--- config.mk ---
export PLATFORM = sky130hd
export DESIGN_NAME = pfm_switch_ctrl
export DESIGN_NICKNAME = d
export VERILOG_FILES = /design/src/rtl/pfm_switch_ctrl.sv
export SDC_FILE = /design/constraint.sdc
export NUM_CORES = 1
export LEC_CHECK = 0
export ABC_CLOCK_PERIOD_IN_PS = 2100
export BUFFER_PORTS_ARGS = -buffer_cell sky130_fd_sc_hd__buf_4
export CORE_MARGIN = 1
export CORE_UTILIZATION = 50
export CTS_CLUSTER_SIZE = 8
export DETAILED_ROUTE_END_ITERATION = 10
export MAX_ROUTING_LAYER = met4
export PLACE_DENSITY = 0.72
export SLEW_MARGIN = 20
export SYNTH_ARGS = -nofsm -noshare
export SYNTH_HDL_FRONTEND = slang
export SYNTH_SLANG_ARGS = --single-unit
--- constraint.sdc ---
create_clock -name clk -period 2.1 [get_ports clk]
set_input_delay 0.21 -clock clk [delete_from_list [all_inputs] [get_ports clk]]
set_output_delay 0.21 -clock clk [all_outputs]
set_load 0.005 [all_outputs]
--- src/rtl/pfm_switch_ctrl.sv ---
module pfm_switch_ctrl #(
  parameter int DEAD_CYC   = 3,
  parameter int ZC_TIMEOUT = 64
) (
  input  logic clk,
  input  logic rst_n,
  input  logic en,
  input  logic below_hi,
  input  logic peak_over,
  input  logic zero_i,
  output logic hs_on,
  output logic ls_on,
  output logic sleep
);
  localparam int DW = $clog2(DEAD_CYC + 1) + 1;
  localparam int WW = $clog2(ZC_TIMEOUT + 1) + 1;

  typedef enum logic [2:0] {S_IDLE, S_GAP_LH, S_CHG, S_GAP_HL, S_DIS, S_SLEEP} st_t;

  st_t           st;
  logic [DW-1:0] dt_cnt;
  logic [WW-1:0] wd_cnt;

  wire dt_done = (dt_cnt == DW'(DEAD_CYC - 1));
  wire dis_end = zero_i || (wd_cnt == WW'(ZC_TIMEOUT - 1));

  always_ff @(posedge clk) begin
    if (!rst_n || !en) begin
      st     <= S_IDLE;
      dt_cnt <= '0;
      wd_cnt <= '0;
    end else begin
      case (st)
        S_IDLE: begin
          dt_cnt <= '0;
          st     <= below_hi ? S_GAP_LH : S_SLEEP;
        end
        S_SLEEP: if (below_hi) begin
          dt_cnt <= '0;
          st     <= S_GAP_LH;
        end
        S_GAP_LH: begin
          if (dt_done) st <= S_CHG;
          else dt_cnt <= dt_cnt + 1'b1;
        end
        S_CHG: if (peak_over || !below_hi) begin
          dt_cnt <= '0;
          st     <= S_GAP_HL;
        end
        S_GAP_HL: begin
          if (dt_done) begin
            wd_cnt <= '0;
            st     <= S_DIS;
          end else dt_cnt <= dt_cnt + 1'b1;
        end
        S_DIS: begin
          if (dis_end) begin
            dt_cnt <= '0;
            st     <= below_hi ? S_GAP_LH : S_SLEEP;
          end else wd_cnt <= wd_cnt + 1'b1;
        end
        default: st <= S_IDLE;
      endcase
    end
  end

  assign hs_on = en && (st == S_CHG);
  assign ls_on = en && (st == S_DIS);
  assign sleep = en && (st == S_SLEEP);

  localparam int GW = $clog2(DEAD_CYC + 1) + 1;
  logic [GW-1:0] gap;
  logic [WW-1:0] ls_run;

  always_ff @(posedge clk) begin
    if (!rst_n) begin
      gap    <= '0;
      ls_run <= '0;
    end else begin
      if (hs_on || ls_on) gap <= '0;
      else if (gap < GW'(DEAD_CYC)) gap <= gap + 1'b1;
      if (!ls_on) ls_run <= '0;
      else if (ls_run < WW'(ZC_TIMEOUT)) ls_run <= ls_run + 1'b1;
    end
  end

  assert_no_overlap_R10: assert property (@(posedge clk) disable iff (!rst_n)
    !(hs_on && ls_on));

  assert_dead_gap_R4: assert property (@(posedge clk) disable iff (!rst_n)
    ($rose(hs_on) || $rose(ls_on)) |-> gap >= GW'(DEAD_CYC));

  assert_charge_end_R3: assert property (@(posedge clk) disable iff (!rst_n)
    (hs_on && (peak_over || !below_hi)) |=> !hs_on);

  assert_zero_end_R5: assert property (@(posedge clk) disable iff (!rst_n)
    (ls_on && zero_i) |=> !ls_on);

  assert_dis_bound_R9: assert property (@(posedge clk) disable iff (!rst_n)
    ls_on |-> ls_run < WW'(ZC_TIMEOUT));

  assert_sleep_hold_R7: assert property (@(posedge clk) disable iff (!rst_n)
    (sleep && !below_hi && en) |=> (sleep || !en));

  assert_disable_off_R8: assert property (@(posedge clk) disable iff (!rst_n)
    !en |-> (!hs_on && !ls_on && !sleep));
endmodule

==> qor.csv, run 1 <==
metric;value;unit
outcome;finished, violations left;
violations;DRC;
worst_pin_slew;0.587;ns
antenna_found_initial;0;
power;0.470;mW
synth_area;860;µm²
post-route-min-period;2.02;ns
grt_pass1_vias;728;
cellPowerDensity;465;nW/µm²
netlist.area_leader.share;32.6;%
clock_path_buffers;2;
min_from;below_hi;
cp_data_required_time;2.28;ns
setup_slack;0.0818;ns
relSlewSlack;60.3;%
final_net_count;126;
vias;850;
synth_edf_count;0;
cellLeakagePower;0.375;nW
ys.warnings.count;0;
ys_types;38;
synth_area_leaders;dfxtp_1 (33%), a21oi_1 (7.0%), ha_1 (4.4%);
design_area;1010;µm²
path_clk_slew;0.08;ns
gr-usage-all-layers;25.6;%
clock.fmax;0.495;GHz
rrSetupSlack;0.08;ns
r2r_cells;5;
clock-sinks;14;
whs_path_depth;4;
crit_fanout;4;
wl_met1;986;µm
path_cells;ha_2, nand3_2, o41a_1, or4_4, o41ai_2;
path_class;flip-flop to flip-flop;
num_io_pins;9;
r2r_end;dt_cnt[2]$_SDFFE_PP0P_;
ant_nets;0;
num_rows;14;
drc;2;
hp-class;primary input to flip-flop;
r2r-start;wd_cnt[1]$_SDFFE_PP0P_;
post_cts_buffers;0;
mostFrequentLayoutCells;buf_4 (16), dfxtp_1 (13), a21oi_1 (12);
cpPeakStageDelay;0.56;ns
yosysTopAreaCell;dfxtp_1;
htree_num_levels;1;
areaGrowthSynthToFinish;17.5;%
syn-instance-count;101;
wl_met2;944;µm
cts-buffers-inserted;3;
antennaDiodeCount;0;
cts_tree;yes;
rsz0062_at_grt;false;
gp_congestion;0.865;
crit_slowest_cell;or4_4;
final_common_cell;buf_4;
wl_met3;108;µm
cp-end-kind;flip-flop;
drv_slew;0;
synth-main-ff-cell;dfxtp_1;
max_cap_violations;0;
fin_skew;0.00457;ns
ys_seq_elements;14;
hold_ws;0.224;ns
avgViaCountPerCell;6.49;
grt.overflow.total;0;
drtPass1Iterations;8;
arrival;2.20;ns
die_x;43.5;µm
drive_above_1_share;23.5;%
yosysSeqAreaShare;32.6;%
syn_area_per_cell;8.51;µm²
fin_crit_sh;96.1;%
core;1560;µm²
synth_nets;110;
tns;0;ns
drtIter0Drc;24;
dp_hpwl;1470;µm
numPortBuffers;8;
grt_max_degree;15;
drt-total-wl;2060;µm
cts_root_buffer;clkbuf_4;
postLayoutCoreUtil;64.8;%
placed_area;980;µm²
peakVddDrop;0.302;mV
clock_latency;0.29;ns
postSynth.asyncResetShare;0;%
final_cells;131;
wl_per_cell;15.7;µm
die_h;43.5;µm
pre_cts_slack;0.0277;ns
die-area;1890;µm²
finalSetupViolations;0;
dp.cells;128;
whs_endpoint;st[2]$_SDFFE_PP0P_;
highest_layer;met4;
start_kind;flip-flop;
grt_pass1_wl;3440;µm
hold_violations;0;
start_util;55.1;%
==> power by group <==
| part | internal (mW) | leakage [nW] | switching, mW |
|---|---|---|---|
| combinational | 0.0211 | 0.247 | 0.0227 |
| clock | 0.0667 | 0.0138 | 0.0861 |
| sequential | 0.268 | 0.114 | 0.00507 |
| total | 0.356 | 0.375 | 0.114 |
==> final cells by class <==
class	count	area, µm²
clock buffers	3	22.5
fillers	145	549
inverters	3	11.3
multi-input cells	79	554
flip-flops and latches	14	282
well taps	16	20.0
repair buffers	16	120
==> synthesized netlist by cell type (2+ instances only) <==
| master | instances |
|---|---|
| a21oi_1 | 12 |
| a311oi_1 | 2 |
| and2_1 | 4 |
| and3_1 | 2 |
| and3b_1 | 3 |
| clkbuf_1 | 4 |
| dfxtp_1 | 14 |
| ha_1 | 3 |
| inv_1 | 3 |
| nand2_1 | 5 |
| nand2b_1 | 5 |
| nand3_1 | 3 |
| nor2_1 | 5 |
| nor3_1 | 4 |
| nor4bb_1 | 2 |
| o211ai_1 | 2 |
| o21ai_0 | 2 |
| o21ai_1 | 3 |
| o41ai_2 | 2 |
| or4_1 | 3 |
==> worst max-delay path by stage <==
stage	start	end	depth (start not counted)
floorplan	wd_cnt[0]$_SDFFE_PP0P_	dt_cnt[2]$_SDFFE_PP0P_	5
global placement	wd_cnt[0]$_SDFFE_PP0P_	dt_cnt[2]$_SDFFE_PP0P_	5
detailed placement	wd_cnt[0]$_SDFFE_PP0P_	dt_cnt[2]$_SDFFE_PP0P_	5
CTS	wd_cnt[0]$_SDFFE_PP0P_	dt_cnt[2]$_SDFFE_PP0P_	5
global route	wd_cnt[1]$_SDFFE_PP0P_	dt_cnt[2]$_SDFFE_PP0P_	5
finish	wd_cnt[1]$_SDFFE_PP0P_	dt_cnt[2]$_SDFFE_PP0P_	5
==> per-layer routing <==
metal	vias to the layer above	GRT usage [%]
met5	-	-
met2	23	36.4
met3	4	7.50
met1	407	35.8
li1	416	-
met4	0	5.63
==> registers in the layout, indices dropped and copies added, names as in the netlist <==
name    cells
wd_cnt      8
st          3
dt_cnt      3
==> critical path, delay by kind of cell, from the launching register on <==
kind | cells | cell delay (ns)
flip-flops | 1 | 0.38
AND/OR/NAND/NOR | 2 | 0.65
AO/OA/AOI/OAI | 2 | 0.67
adder cells (fa/ha/maj) | 1 | 0.23
==> repair_timing <==
item,4_1_cts,5_1_grt
hold buffers,0,0
resized for setup,0,3
endpoints found under the setup margin,0,4
==> kinds of logic (layout without fill, tap and decap cells) <==
family	Yosys count	count (layout)	share of synthesized area (%)
buffers and inverters	8	22	3.64
flip-flops	14	14	32.6
AO/OA/AOI/OAI	30	30	24.5
XOR/XNOR	1	1	1.02
adder cells (fa/ha/maj)	3	3	4.37
AND/OR/NAND/NOR	45	45	33.9
Power figures use the tool's default switching activity.
==> run 2, diff against run 1 <==
Settings changed: ABC_AREA set to 1, CORE_UTILIZATION 50 to 51, HOLD_SLACK_MARGIN set to 0.02, PLACE_DENSITY 0.72 to 0.73.
==> qor.csv, run 2 <==
metric;value;unit
outcome;completed;
clock_path_buffers;2;
wl_met3;89;µm
cts_root_buffer;clkbuf_4;
clock.fmax;0.675;GHz
synth_area_leaders;dfxtp_1 (31%), nand2_1 (17%), nor2_1 (9.9%);
cts_tree;yes;
crit_slowest_cell;dfxtp_1;
final_common_cell;nand2_1;
drtPass1Iterations;6;
vias;828;
clock-sinks;14;
finalSetupViolations;0;
pre_cts_slack;0.613;ns
areaGrowthSynthToFinish;9.94;%
power;0.553;mW
drtIter0Drc;15;
wl_per_cell;10.2;µm
drive_above_1_share;20.3;%
post-synth-top-count-cell;nand2_1;
grt.overflow.total;0;
cp-endpoint;dt_cnt[1]$_SDFFE_PP0P_;
relSlewSlack;73.3;%
synth-main-ff-cell;dfxtp_1;
worst_pin_slew;0.399;ns
start_util;57.5;%
drt-total-wl;1670;µm
antenna_found_initial;0;
cp-end-kind;flip-flop;
path_cells;inv_1, ha_1, inv_1, nor2_1, a21boi_1, nand2_1, nor2_4, nand2_1, nand2_1, nor2_1;
num_rows;14;
num_io_pins;9;
rsz0062_at_grt;false;
wl_met1;829;µm
ys.warnings.count;0;
cts_resized;0;
post-route-min-period;1.48;ns
fin_skew;0.00161;ns
nFillCells;147;
hold_violations;0;
setup_slack;0.618;ns
synth_edf_count;0;
cp_data_required_time;2.28;ns
top_regs;wd_cnt: 8 flops, dt_cnt: 3 flops, st: 3 flops;
ctsHoldBuffers;0;
post_cts_buffers;0;
netlist.area_leader.share;30.9;%
wl_met2;725;µm
drc;0;
r2r_cells;10;
peakVddDrop;0.313;mV
critPathTopFamily;simple AND/OR/NAND/NOR gates;
cp-startpoint;dt_cnt[0]$_SDFFE_PP0P_;
die_x;44.1;µm
antennaDiodeCount;0;
dp_hpwl;1290;µm
path_class;flip-flop to flip-flop;
numPortBuffers;8;
placed_area;960;µm²
max_cap_violations;0;
core;1580;µm²
grt_pass1_wl;2920;µm
synth_commonest_cells;nand2_1 (40), nor2_1 (24), dfxtp_1 (14);
synth_area;906;µm²
cpPeakStageDelay;0.37;ns
arrival;1.67;ns
hp-class;primary input to flip-flop;
gr-usage-all-layers;20.7;%
avgViaCountPerCell;5.05;
path_clk_slew;0.09;ns
r2r-start;dt_cnt[0]$_SDFFE_PP0P_;
die_h;44.1;µm
yosysSeqAreaShare;30.9;%
die-area;1950;µm²
fin_crit_sh;70.6;%
crit_top_cell;nand2_1;
r2r_end;dt_cnt[1]$_SDFFE_PP0P_;
drv_slew;0;
mostFrequentLayoutCells;nand2_1 (40), nor2_1 (24), dfxtp_1 (14), inv_1 (12), buf_4 (8);
synth_nets;147;
regMostFlops;wd_cnt;
cts-buffers-inserted;3;
postSynth.asyncResetShare;0;%
htree_num_levels;1;
ys_types;24;
start_kind;flip-flop;
cellPowerDensity;555;nW/µm²
gp_congestion;0.836;
grt_pass1_vias;712;
tns;0;ns
yosysTopAreaCell;dfxtp_1;
cellLeakagePower;0.452;nW
syn-instance-count;138;
ant_nets;0;
design_area;996;µm²
rrSetupSlack;0.62;ns
path_depth;10;
syn_area_per_cell;6.56;µm²
final_net_count;158;
largest_reg_flops;8;
grt_max_degree;16;
clock_latency;0.28;ns
highest_layer;met4;
ys_seq_elements;14;
critPathBufInv;2;
crit_fanout;6;
## run 2: how the worst min path moves through the flow
stage                        endpoint  cells past startpoint                    from  slack [ns]
2_1_floorplan  wd_cnt[3]$_SDFFE_PP0P_                      2                   rst_n        0.36
3_3_place_gp   wd_cnt[7]$_SDFFE_PP0P_                      2  wd_cnt[7]$_SDFFE_PP0P_        0.47
3_5_place_dp   wd_cnt[7]$_SDFFE_PP0P_                      2  wd_cnt[7]$_SDFFE_PP0P_        0.49
4_1_cts        wd_cnt[3]$_SDFFE_PP0P_                      3                   rst_n        0.20
5_1_grt        wd_cnt[3]$_SDFFE_PP0P_                      3                   rst_n        0.21
6_report       wd_cnt[3]$_SDFFE_PP0P_                      3                   rst_n        0.20
## run 2: cell type report
type / instances / area (µm²) / share of cell area [%]
tap: 16 / 20.0 / 2.01
sequential: 14 / 280 / 28.1
timing repair buffer: 8 / 60.1 / 6.03
multi-input combinational: 108 / 547 / 54.9
clock buffer: 4 / 36.3 / 3.64
inverter: 14 / 52.6 / 5.28
## run 2: routing by layer
metal	vias up	GRT usage (%)
met4	0	12.7
met5	-	-
li1	450	-
met2	21	30.3
met3	4	2.45
met1	353	27.2
## run 2: cell families after synthesis
group / after synthesis / share of synthesized area, %
compound gates: 16 / 10.4
fa+ha+maj: 3 / 4.14
flops: 14 / 30.9
simple gates: 88 / 44.9
buf+inv: 16 / 8.70
xor+xnor: 1 / 0.967
## run 2: where the power goes
group	internal (mW)	switching [mW]	leakage (nW)
clock	0.105	0.0891	0.0210
sequential	0.272	0.00880	0.113
combinational	0.0295	0.0483	0.318
## run 2: stage by stage
stage	util (%)	hold slack (ns)	instances
after global placement	60.9	0.469	160
final	63.2	0.202	164
after floorplan	-	0.359	138
after detailed placement	60.9	0.489	160
after CTS	63.2	0.195	164
after global routing	63.2	0.214	164
## run 2: worst register-to-register path, delay by kind of cell, from the launching register on
kind | cells | cell delay [ns]
buffers and inverters | 2 | 0.12
and+or+nand+nor | 6 | 0.52
adders and majority gates | 1 | 0.19
AOI/OAI and AO/OA | 1 | 0.19
DFF | 1 | 0.37
